File: src/rtl/eq_phase_seq.sv
module eq_phase_seq #(
  parameter int TMO_LIMIT = 1024,
  parameter int CW = 6,
  parameter int PW = 4
) (
  input  logic          clk,
  input  logic          rst_n,
  input  logic          role_dn,
  input  logic          start,
  input  logic [PW-1:0] cfg_preset,
  input  logic [PW-1:0] hint_preset,
  input  logic [CW-1:0] local_fs,
  input  logic [CW-1:0] local_lf,
  input  logic          rx_valid,
  input  logic [1:0]    rx_ec,
  input  logic          rx_use_preset,
  input  logic [PW-1:0] rx_preset,
  input  logic [CW-1:0] rx_f7,
  input  logic [CW-1:0] rx_f8,
  input  logic [CW-1:0] rx_f9,
  input  logic          tune_done,
  input  logic          req_use_preset,
  input  logic [PW-1:0] req_preset,
  input  logic [CW-1:0] req_pre,
  input  logic [CW-1:0] req_cur,
  input  logic [CW-1:0] req_post,
  input  logic          tmo_tick,
  output logic          busy,
  output logic [1:0]    tx_ec,
  output logic          tx_use_preset,
  output logic [PW-1:0] tx_preset,
  output logic [CW-1:0] tx_f7,
  output logic [CW-1:0] tx_f8,
  output logic [CW-1:0] tx_f9,
  output logic          exit_pulse,
  output logic          eq_fail,
  output logic [CW-1:0] partner_fs,
  output logic [CW-1:0] partner_lf,
  output logic          saved_use_preset,
  output logic [PW-1:0] saved_preset,
  output logic [CW-1:0] saved_pre,
  output logic [CW-1:0] saved_cur,
  output logic [CW-1:0] saved_post
);
  localparam int TW = $clog2(TMO_LIMIT + 1);

  typedef enum logic [2:0] {S_IDLE, S_P0, S_P1, S_P2, S_P3} st_t;
  st_t st;

  logic          qcnt;
  logic [TW-1:0] tcnt;
  logic          h_use;
  logic [PW-1:0] h_preset;
  logic [CW-1:0] h_pre, h_cur, h_post;
  logic [1:0]    ph, tgt;

  always_comb begin
    case (st)
      S_P1:    ph = 2'b01;
      S_P2:    ph = 2'b10;
      S_P3:    ph = 2'b11;
      default: ph = 2'b00;
    endcase
    case (st)
      S_P0:    tgt = 2'b01;
      S_P1:    tgt = role_dn ? 2'b01 : 2'b10;
      S_P2:    tgt = 2'b11;
      default: tgt = 2'b00;
    endcase
  end

  assign busy = (st != S_IDLE);
  assign tx_ec = ph;

  wire requester = (st == S_P2 && !role_dn) || (st == S_P3 && role_dn);
  wire tuned     = (st == S_P2 && role_dn) || (st == S_P3 && !role_dn);
  wire qual_en   = busy && !requester;
  wire hit       = qual_en && rx_valid && (rx_ec == tgt);
  wire advance   = (hit && qcnt) || (requester && tune_done);
  wire timeout   = busy && tmo_tick && (tcnt == TW'(TMO_LIMIT - 1));
  wire finish    = advance && (st == S_P3);

  always_ff @(posedge clk or negedge rst_n) begin
    if (!rst_n) begin
      st <= S_IDLE;
      qcnt <= 1'b0;
      tcnt <= '0;
      exit_pulse <= 1'b0;
      eq_fail <= 1'b0;
      saved_use_preset <= 1'b0;
      saved_preset <= '0;
      saved_pre <= '0;
      saved_cur <= '0;
      saved_post <= '0;
    end else begin
      exit_pulse <= 1'b0;
      if (!busy) begin
        if (start) begin
          st <= role_dn ? S_P1 : S_P0;
          qcnt <= 1'b0;
          tcnt <= '0;
          eq_fail <= 1'b0;
        end
      end else if (timeout) begin
        st <= S_IDLE;
        exit_pulse <= 1'b1;
        eq_fail <= 1'b1;
      end else if (finish) begin
        st <= S_IDLE;
        exit_pulse <= 1'b1;
        saved_use_preset <= h_use;
        saved_preset <= h_preset;
        saved_pre <= h_pre;
        saved_cur <= h_cur;
        saved_post <= h_post;
      end else if (advance) begin
        st <= st_t'(st + 3'd1);
        qcnt <= 1'b0;
        tcnt <= '0;
      end else begin
        if (qual_en && rx_valid) qcnt <= hit;
        if (tmo_tick) tcnt <= tcnt + 1'b1;
      end
    end
  end

  always_ff @(posedge clk or negedge rst_n) begin
    if (!rst_n) begin
      h_use <= 1'b0;
      h_preset <= '0;
      h_pre <= '0;
      h_cur <= '0;
      h_post <= '0;
    end else if (!busy && start) begin
      h_use <= 1'b1;
      h_preset <= role_dn ? cfg_preset : hint_preset;
      h_pre <= '0;
      h_cur <= '0;
      h_post <= '0;
    end else if (tuned && rx_valid && rx_ec == ph) begin
      h_use <= rx_use_preset;
      h_preset <= rx_preset;
      h_pre <= rx_f7;
      h_cur <= rx_f8;
      h_post <= rx_f9;
    end
  end

  always_ff @(posedge clk or negedge rst_n) begin
    if (!rst_n) begin
      partner_fs <= '0;
      partner_lf <= '0;
    end else if ((st == S_P0 || st == S_P1) && rx_valid && rx_ec == 2'b01) begin
      partner_fs <= rx_f7;
      partner_lf <= rx_f8;
    end
  end

  always_comb begin
    if (requester) begin
      tx_use_preset = req_use_preset;
      tx_preset = req_preset;
      tx_f7 = req_pre;
      tx_f8 = req_cur;
      tx_f9 = req_post;
    end else if (st == S_P1) begin
      tx_use_preset = h_use;
      tx_preset = h_preset;
      tx_f7 = local_fs;
      tx_f8 = local_lf;
      tx_f9 = h_post;
    end else begin
      tx_use_preset = h_use;
      tx_preset = h_preset;
      tx_f7 = h_pre;
      tx_f8 = h_cur;
      tx_f9 = h_post;
    end
  end

  p_start_dn_r2: assert property (@(posedge clk) disable iff (!rst_n)
    (!busy && start && role_dn) |=> (busy && tx_ec == 2'b01));

  p_ec_step_r5: assert property (@(posedge clk) disable iff (!rst_n)
    (busy && $past(busy) && tx_ec != $past(tx_ec)) |-> (tx_ec == $past(tx_ec) + 2'd1));

  p_exit_one_r11: assert property (@(posedge clk) disable iff (!rst_n)
    exit_pulse |=> !exit_pulse);

  p_exit_idle_r11: assert property (@(posedge clk) disable iff (!rst_n)
    exit_pulse |-> !busy);

  p_fail_rise_r12: assert property (@(posedge clk) disable iff (!rst_n)
    $rose(eq_fail) |-> exit_pulse);

  p_saved_kept_r12: assert property (@(posedge clk) disable iff (!rst_n)
    (exit_pulse && eq_fail) |-> ($stable(saved_preset) && $stable(saved_cur)));

  p_busy_hold_r13: assert property (@(posedge clk) disable iff (!rst_n)
    (busy && start && !tmo_tick && !tune_done && !rx_valid) |=> busy);
endmodule

File: config.mk
export PLATFORM = sky130hd
export DESIGN_NAME = eq_phase_seq
export DESIGN_NICKNAME = d
export VERILOG_FILES = /design/src/rtl/eq_phase_seq.sv
export SDC_FILE = /design/constraint.sdc
export NUM_CORES = 1
export LEC_CHECK = 0
export BUFFER_PORTS_ARGS = -buffer_cell sky130_fd_sc_hd__buf_2
export CORE_MARGIN = 2
export CORE_UTILIZATION = 45
export DETAILED_ROUTE_END_ITERATION = 16
export GPL_TIMING_DRIVEN = 0
export MAX_ROUTING_LAYER = met4
export PLACE_DENSITY = 0.73
export RECOVER_POWER = 50
export SYNTH_ARGS = -nofsm -noshare
export SYNTH_HDL_FRONTEND = slang
export SYNTH_SLANG_ARGS = --single-unit
File: constraint.sdc
create_clock -name clk -period 5.5 [get_ports clk]
set_input_delay 0.825 -clock clk [delete_from_list [all_inputs] [get_ports clk]]
set_output_delay 0.825 -clock clk [all_outputs]
set_load 0.005 [all_outputs]
==> impl_metrics.yaml, run 1 <==
sta:
  finalClockSkew_ns: 0.00834
  tns_ns: 0
  slew_violations: 73
  max-slew-margin-rel: -1.48
  max_freq_mhz: 236
  rsz0062_at_grt: "false"
  final_hold_viol_count: 0
  period_needed_ns: 4.23
  finalSetupViolCount: 0
  fin_crit_sh: 0.770
  worst_slew_pin_slew_ns: 3.72
power_and_ir_drop:
  p_seq_frac: 0.365
  p_leak_uw: 0.00246
  power_density_mw_per_mm2: 478
  power.total_uw: 2400
  clockPowerShare: 0.211
  intPower_uw: 1540
  comb_power_share: 0.424
  irDropWorstVdd_mv: 0.186
  p_sw_frac: 0.360
  p_switching_uw: 866
synth:
  synth_top_flop_cell: "dfrtp_1"
  ys_types: 55
  yosys-top-cells-count: "dfrtp_1, nor2_1, mux2i_1"
  ys_warn_count: 0
  synth.most_common_cell: "dfrtp_1"
  synth_edf_count: 0
  avgSynthCellArea_um2: 11.0
  yosys.area.top_type_share: 0.470
  ys_async_sr_fraction: 1.00
  synth_cells: 362
  ys_seq_area_frac: 0.470
  syn_nets: 443
  ys_ff_latch: 75
  synth_top_area_cell: "dfrtp_1"
  mappedNetlistArea_mm2: 0.00399
  synth_top_cells_by_area: "dfrtp_1, mux2i_1, mux2_2"
setup_path:
  end_kind: "primary output"
  rr_startpoint: "st[0]"
  cp_max_fo: 10
  cp_data_required_time_ns: 4.68
  reg2reg_depth: 8
  start_kind: "flop"
  crit_arrival_ns: 3.41
  r2r_slack_ns: 2.27
  crit_type: "flop to primary output"
  worstReg2RegEnd: "saved_post[3]"
run_status:
  violations: "max-capacitance violations, max-slew violations"
  outcome: "complete, but fails checks"
die:
  rows: 34
  initial_utilization: 0.460
  die_h_um: 98.2
  dieArea_mm2: 0.00964
  num_io_pins: 138
  core_area_mm2: 0.00868
  die_width_um: 98.2
cts:
  cts_setup_buffers: 0
  hold_buffers: 0
  cts_buffers: 9
  clock-sinks: 75
  clockBufferDepth: 2
  clkTransAtPathRegs_ns: 0.07
  htree_levels: 3
  cts_tree: "yes"
  clk_latency_ns: 0.35
  cts_resized: 0
  cts_root_buffer: "clkbuf_8"
grt:
  grt-ovfl-total: 0
  antenna_found_initial: 0
  grt_usage: 0.221
  grt_max_degree: 73
  grt_pass1_wl_mm: 16.5
  first_global_vias: 3336
cells_and_area:
  fillCellCount: 779
  syn2layout_area_growth_pct: 25.9
  diodes: 0
  layout.nets: 591
  drive_gt1_frac: 0.336
route:
  wirelength_mm: 10.3
  drt_iter0_drc: 144
  wl_per_cell_um: 16.6
  drtPass1Iterations: 5
  drc: 0
  viasPerCell: 5.39
  vias: 3355
  ant_nets: 0
place:
  gp_congestion: 0.892
  io_buffer_count: 136
  dp_hpwl_mm: 7.79
worst_hold_path:
  hold_path.class: "input port to asynchronous set/reset pin"
flow_run:
  drv_cap: 1
-- state kept, by name (all words and copies together) (netlist names) --
name and count:
h_use 1, saved_post 6, h_cur 6, st 3, tcnt 11, exit_pulse 1
saved_use_preset 1, h_pre 6, h_post 6, partner_lf 6, saved_pre 6, saved_preset 4
partner_fs 6, saved_cur 6, eq_fail 1, qcnt 1, h_preset 4
-- critical path: stages (launching register included) --
cell,delay [ns]
dfrtp_1,0.43
inv_1,0.09
ha_1,0.28
and2_1,0.25
a21boi_0,0.18
clkbuf_1,0.57
clkbuf_1,0.52
buf_1,0.45
a21oi_1,0.14
buf_2,0.16
-- power by group through the flow --
stage	sequential, uW	combinational [uW]	clock [uW]
floorplan	855	641	0
CTS	875	1040	515
finish	878	1020	507
global placement	875	999	0
detailed placement	885	1030	0
global route	904	1140	542
-- stage by stage --
stage	util	instance area (um^2)	hold slack [ns]	setup WS, ns	instances
6_report	0.579	5020	0.297	1.27	623
2_1_floorplan	-	3990	0.477	2.41	362
5_1_grt	0.579	5020	0.303	0.630	623
3_3_place_gp	0.554	4810	0.464	1.69	606
3_5_place_dp	0.557	4840	0.469	1.66	607
4_1_cts	0.585	5080	0.264	1.28	623
-- logic make-up after synthesis --
family                   synth area share
flip-flops                          0.470
multiplexers                        0.235
AO/OA/AOI/OAI                      0.0988
AND/OR/NAND/NOR                     0.148
adder cells (fa/ha/maj)            0.0188
buffers and inverters              0.0285
-- layout make-up --
| class | count | area [um^2] | share of cell area |
|---|---|---|---|
| clock buffers | 10 | 128 | 0.0254 |
| multi-input cells | 262 | 2000 | 0.398 |
| clock inverters | 6 | 113 | 0.0224 |
| flip-flops and latches | 75 | 1880 | 0.374 |
| plain buffers | 18 | 87.6 | 0.0174 |
| inverters | 7 | 26.3 | 0.00523 |
| well taps | 108 | 135 | 0.0269 |
| repair buffers | 137 | 658 | 0.131 |
-- cells in the final DEF (no fill, tap or decap), drive strengths merged, types with 3 or more instances in the layout --
cell type,instances
buf,123
nand2,23
nor2,46
clkinv,3
and4,3
a211oi,4
mux2,47
clkbuf,42
dfrtp,75
nor2b,9
nand4,4
o21ai,3
a21oi,27
nor3,3
mux2i,41
bufinv,3
ha,6
nand2b,7
inv,7
or2,3
-- worst max-delay path by stage --
stage	start	endpoint	slack (ns)
floorplan	role_dn	tx_f7[0]	2.41
global route	rst_n	h_cur[1]	0.63
detailed placement	role_dn	tx_f7[3]	1.66
CTS	st[0]	tx_f7[3]	1.28
global placement	role_dn	tx_f8[1]	1.69
finish	st[0]	tx_f7[3]	1.27
-- layer usage --
| layer | track usage | vias to the layer above | share of wire |
|---|---|---|---|
| met4 | 0.0674 | 0 | 0.018 |
| met1 | 0.267 | 1642 | 0.42 |
| met2 | 0.375 | 107 | 0.52 |
| met5 | - | - | 0 |
| li1 | - | 1589 | - |
| met3 | 0.0444 | 17 | 0.046 |
No activity file was read; power rests on OpenSTA's default activity.
==> run 2: changes to the inputs <==
--- a/config.mk
+++ b/config.mk
@@ -11,7 +11,7 @@
 export DETAILED_ROUTE_END_ITERATION = 16
 export GPL_TIMING_DRIVEN = 0
 export MAX_ROUTING_LAYER = met4
-export PLACE_DENSITY = 0.73
+export PLACE_DENSITY = 0.76
 export RECOVER_POWER = 50
 export SYNTH_ARGS = -nofsm -noshare
 export SYNTH_HDL_FRONTEND = slang
==> constraint.sdc (replaced) <==
create_clock -name clk -period 3.63 [get_ports clk]
set_input_delay 0.5445 -clock clk [delete_from_list [all_inputs] [get_ports clk]]
set_output_delay 0.5445 -clock clk [all_outputs]
set_load 0.005 [all_outputs]
==> impl_metrics.yaml, run 2 (synthesis results as in run 1) <==
sta:
  finalClockSkew_ns: 0.0149
  max-slew-margin-rel: -0.177
  worst_slew_pin_slew_ns: 1.77
  tns_ns: 0
  fin_crit_sh: 0.921
  rsz0062_at_grt: "false"
  finalSetupViolCount: 0
  final_hold_viol_count: 0
  holdWs_ns: 0.426
  max_freq_mhz: 299
  slew_violations: 75
  period_needed_ns: 3.34
cts:
  cts_buffers: 9
  clockBufferDepth: 2
  cts_tree: "yes"
  clk_latency_ns: 0.35
  htree_levels: 3
  cts_setup_buffers: 0
  clock-sinks: 75
  cts_root_buffer: "clkbuf_8"
  clkTransAtPathRegs_ns: 0.08
route:
  drc: 0
  wirelength_mm: 10.3
  vias: 3345
  viasPerCell: 5.37
  wl_per_cell_um: 16.6
  ant_nets: 0
  drt_iter0_drc: 180
  drtPass1Iterations: 4
power_and_ir_drop:
  power.total_uw: 3480
  power_density_mw_per_mm2: 700
  irDropWorstVdd_mv: 0.287
  p_leak_uw: 0.00244
cells_and_area:
  syn2layout_area_growth_pct: 24.7
  largest_register_ffs: 11
  drive_gt1_frac: 0.342
  diodes: 0
  final_cell_mix: "buf_2, dfrtp_1, nor2_1, mux2i_1, clkbuf_1"
  fillCellCount: 779
  layout.nets: 591
  top_register: "tcnt"
  final_common_cell: "buf_2"
setup_path:
  cp_max_fo: 19
  cp.buffers_inverters: 3
  crit_type: "flop to primary output"
  slowest_stage: "buf_2"
  critPathTopFamily: "buffers and inverters"
  crit_arrival_ns: 2.80
  end_kind: "primary output"
  start_kind: "flop"
  crit_chain: "ha_1 -> ha_1 -> nand2b_1 -> a21boi_0 -> buf_2 -> clkbuf_1 -> nor2_1 -> a21oi_1 -> buf_2"
  cp_data_required_time_ns: 3.09
  slowest_delay_ns: 0.45
place:
  io_buffer_count: 136
  gp_congestion: 0.896
  dp_hpwl_mm: 7.65
die:
  die_width_um: 98.2
  num_io_pins: 138
  core_area_mm2: 0.00868
  rows: 34
  dieArea_mm2: 0.00964
  die_h_um: 98.2
  initial_utilization: 0.460
worst_hold_path:
  hold_path.class: "input port to flop"
grt:
  antenna_found_initial: 0
  grt_usage: 0.224
  grt_max_degree: 75
  first_global_vias: 3474
  grt_pass1_wl_mm: 16.9
  grt-ovfl-total: 0
run_status:
  violations: "max-capacitance violations, max-slew violations"
  outcome: "complete, but fails checks"
flow_run:
  drv_cap: 1
[run 2: worst paths after layout]
path / from / endpoint / slack (ns) / cells after the start
worst max register to register: st[0] / saved_post[5] / 0.38 / 8
min in group asynchronous: rst_n / partner_lf[2] / 0.49 / 2
worst min-delay path: rx_use_preset / h_use / 0.43 / 3
worst max-delay path: st[0] / tx_f7[3] / 0.29 / 9
max in group asynchronous: rst_n / qcnt / 1.24 / 3
worst min register to register: saved_post[0] / saved_post[0] / 0.49 / 1
[run 2: through the flow]
stage / utilization / instance area (um^2) / worst slack, ns / std cells
2_1_floorplan: - / 3990 / 0.782 / 362
3_3_place_gp: 0.554 / 4810 / 0.199 / 606
3_5_place_dp: 0.557 / 4840 / 0.0716 / 607
4_1_cts: 0.579 / 5030 / 0.223 / 623
5_1_grt: 0.573 / 4970 / 0.0120 / 623
6_report: 0.573 / 4970 / 0.286 / 623
[run 2: worst reg2reg max path, stage by stage, from the launching register on]
cell and delay [ns]:
dfrtp_1 0.44, ha_1 0.23, ha_1 0.28, or4_4 0.60
a2111oi_4 0.64, o21ai_2 0.14, nor2_4 0.22, buf_4 0.25
mux2_1 0.35
[run 2: timing repair]
| action | in CTS | in global routing |
|---|---|---|
| endpoints found under the setup margin | 17 | 9 |
| resized for setup | 1 | 1 |
| hold endpoints to repair | 1 | 0 |
| hold buffers | 1 | 0 |
[run 2: final cells by class]
class                   instances  area (um^2)  share of cell area
flip-flops and latches         75         1880               0.377
clock buffers                   9          124              0.0249
multi-input cells             262         2000               0.402
clock inverters                 7         58.8              0.0118
inverters                       7         26.3             0.00528
well taps                     108          135              0.0272
repair buffers                138          669               0.135
plain buffers                  17         85.1              0.0171
[run 2: layer usage]
metal	track usage	routed length [um]
met1	0.280	4520
met2	0.375	5140
met3	0.0272	425
met4	0.0832	238
met5	-	0
[run 2: report_power, final]
group,internal (uW),switching (uW),total [uW]
Clock,260,340,600
Combinational,748,806,1550
Sequential,1120,206,1330
==> run 3: changes to the inputs <==
--- a/config.mk
+++ b/config.mk
@@ -5,13 +5,14 @@
 export SDC_FILE = /design/constraint.sdc
 export NUM_CORES = 1
 export LEC_CHECK = 0
+export ABC_AREA = 1
 export BUFFER_PORTS_ARGS = -buffer_cell sky130_fd_sc_hd__buf_2
 export CORE_MARGIN = 2
 export CORE_UTILIZATION = 45
 export DETAILED_ROUTE_END_ITERATION = 16
 export GPL_TIMING_DRIVEN = 0
 export MAX_ROUTING_LAYER = met4
-export PLACE_DENSITY = 0.76
+export PLACE_DENSITY = 0.73
 export RECOVER_POWER = 50
 export SYNTH_ARGS = -nofsm -noshare
 export SYNTH_HDL_FRONTEND = slang
==> constraint.sdc (replaced) <==
create_clock -name clk -period 3.2 [get_ports clk]
set_input_delay 0.48 -clock clk [delete_from_list [all_inputs] [get_ports clk]]
set_output_delay 0.48 -clock clk [all_outputs]
set_load 0.005 [all_outputs]
==> impl_metrics.yaml, run 3 <==
sta:
  tns_ns: 0
  max_freq_mhz: 333
  finalClockSkew_ns: 0.0175
  rsz0062_at_grt: "false"
  final_hold_viol_count: 0
  slew_violations: 65
  max-slew-margin-rel: -0.0337
  worst_slew_pin_slew_ns: 1.55
  period_needed_ns: 3.00
  finalSetupViolCount: 0
  fin_crit_sh: 0.938
  setup_ws_ns: 0.200
cells_and_area:
  syn2layout_area_growth_pct: 24.4
  diodes: 0
  drive_gt1_frac: 0.308
  final_cell_mix: "nand2_1, buf_2, dfrtp_1, o21ai_0, inv_1"
  fillCellCount: 795
  layout.nets: 714
  largest_register_ffs: 11
  design_area_mm2: 0.00504
  top_register: "tcnt"
  final_common_cell: "nand2_1"
synth:
  ys_async_sr_fraction: 1.00
  ys_ff_latch: 75
  avgSynthCellArea_um2: 8.38
  syn_nets: 565
  synth_top_area_cell: "dfrtp_1"
  mappedNetlistArea_mm2: 0.00406
  synth.most_common_cell: "nand2_1"
  yosys-top-cells-count: "nand2_1, dfrtp_1, o21ai_0"
  synth_top_cells_by_area: "dfrtp_1, nand2_1, o21ai_0"
  yosys.area.top_type_share: 0.463
  ys_seq_area_frac: 0.463
  synth_top_flop_cell: "dfrtp_1"
  synth_cells: 484
  ys_types: 33
  ys_warn_count: 0
  synth_edf_count: 0
setup_path:
  reg2reg_depth: 10
  rr_startpoint: "st[0]"
  start_kind: "flop"
  crit_type: "flop to primary output"
  slowest_delay_ns: 0.44
  cp_max_fo: 10
  slowest_stage: "clkbuf_1"
  r2r_slack_ns: 0.87
  worstReg2RegEnd: "h_pre[5]"
  crit_chain: "inv_1 -> ha_1 -> nand3_1 -> nand2_1 -> clkbuf_1 -> clkbuf_1 -> nand2_1 -> o21ai_0 -> buf_2"
  end_kind: "primary output"
  cp_data_required_time_ns: 2.72
  crit_arrival_ns: 2.52
cts:
  clkTransAtPathRegs_ns: 0.09
  clockBufferDepth: 2
  htree_levels: 3
  clock-sinks: 75
  cts_root_buffer: "clkbuf_8"
  cts_buffers: 9
  cts_tree: "yes"
  clk_latency_ns: 0.36
  cts_setup_buffers: 0
die:
  die_width_um: 98.9
  rows: 34
  die_h_um: 98.9
  initial_utilization: 0.465
  dieArea_mm2: 0.00979
  core_area_mm2: 0.00872
  num_io_pins: 138
worst_hold_path:
  hold_path.class: "input port to flop"
  hold_depth: 3
  worst_hold_startpoint: "rx_f9[2]"
  hold_end: "h_post[2]"
power_and_ir_drop:
  p_seq_frac: 0.355
  p_sw_frac: 0.413
  p_switching_uw: 1640
  p_leak_uw: 0.00263
  irDropWorstVdd_mv: 0.326
  power_density_mw_per_mm2: 787
  intPower_uw: 2330
  clockPowerShare: 0.178
  comb_power_share: 0.467
  power.total_uw: 3970
route:
  ant_nets: 0
  drtPass1Iterations: 4
  drt_iter0_drc: 193
  wl_per_cell_um: 14.8
  vias: 3793
  wirelength_mm: 11.0
  drc: 0
  viasPerCell: 5.09
place:
  dp_hpwl_mm: 8.52
  gp_congestion: 0.882
  place_ws_ns: 0.543
  place_area_mm2: 0.00490
  io_buffer_count: 136
grt:
  grt_max_degree: 65
  grt_pass1_wl_mm: 18.2
  grt-ovfl-total: 0
  grt_usage: 0.240
  antenna_found_initial: 0
  first_global_vias: 3824
run_status:
  outcome: "complete, but fails checks"
  violations: "max-capacitance violations, max-slew violations"
flow_run:
  drv_cap: 1
## run 3: layout make-up
| cell class | instances | area [um^2] | share of cell area |
|---|---|---|---|
| plain buffers | 20 | 139 | 0.0275 |
| clock buffers | 10 | 128 | 0.0253 |
| clock inverters | 5 | 55.1 | 0.0109 |
| inverters | 59 | 231 | 0.0459 |
| multi-input cells | 330 | 1810 | 0.358 |
| flip-flops and latches | 75 | 1880 | 0.372 |
| well taps | 108 | 135 | 0.0268 |
| repair buffers | 138 | 672 | 0.133 |
## run 3: repair_timing
item | in CTS | in global routing
hold buffers | 1 | 0
resized for setup | 0 | 0
hold endpoints to repair | 11 | 0
## run 3: critical path, delay by kind of cell, from the launching register on
kind / cells / cell delay [ns]
compound gates: 1 / 0.10
simple gates: 3 / 0.41
buf+inv: 4 / 1.04
flops: 1 / 0.42
fa+ha+maj: 1 / 0.19
## run 3: layer usage
| metal | wire [um] | global-route usage | vias up | share of wire |
|---|---|---|---|---|
| met5 | 0 | - | - | 0 |
| met4 | 85 | 0.0643 | 0 | 0.0077 |
| met3 | 630 | 0.0468 | 7 | 0.057 |
| met2 | 5360 | 0.393 | 121 | 0.49 |
| met1 | 4950 | 0.307 | 1784 | 0.45 |
| li1 | - | - | 1881 | - |
## run 3: worst max-delay path by stage
stage | depth (start not counted) | start | slack [ns] | end
detailed placement | 9 | st[0] | 0.54 | tx_f8[0]
global placement | 9 | st[0] | 0.63 | tx_f9[0]
CTS | 9 | st[0] | 0.15 | tx_f8[0]
global route | 9 | st[0] | 0.003 | tx_f8[1]
finish | 9 | st[0] | 0.20 | tx_f8[0]
floorplan | 8 | st[2] | 1.15 | tx_f8[0]
## run 3: per-stage QoR
stage	hold slack [ns]	cells	utilization
2_1_floorplan	0.184	484	-
3_3_place_gp	0.465	728	0.559
3_5_place_dp	0.349	729	0.562
4_1_cts	0.371	745	0.584
5_1_grt	0.379	745	0.578
6_report	0.374	745	0.578
## run 3: power by group through the flow
stage | logic [uW] | clock network [uW] | registers (uW)
3_3_place_gp | 1830 | 0 | 1410
4_1_cts | 1890 | 718 | 1410
3_5_place_dp | 1880 | 0 | 1420
6_report | 1850 | 707 | 1410
2_1_floorplan | 1160 | 0 | 1410
5_1_grt | 2110 | 768 | 1450
## run 3: cell families (layout without fill, tap and decap cells)
kind of cell,count (synthesis),count (layout),share of synthesized area
adders and majority gates,6,6,0.0185
xor gates and xnor gates,6,6,0.0130
and+or+nand+nor,204,204,0.243
buffers and inverters,79,232,0.0913
DFF,75,75,0.463
AOI/OAI and AO/OA,114,114,0.171
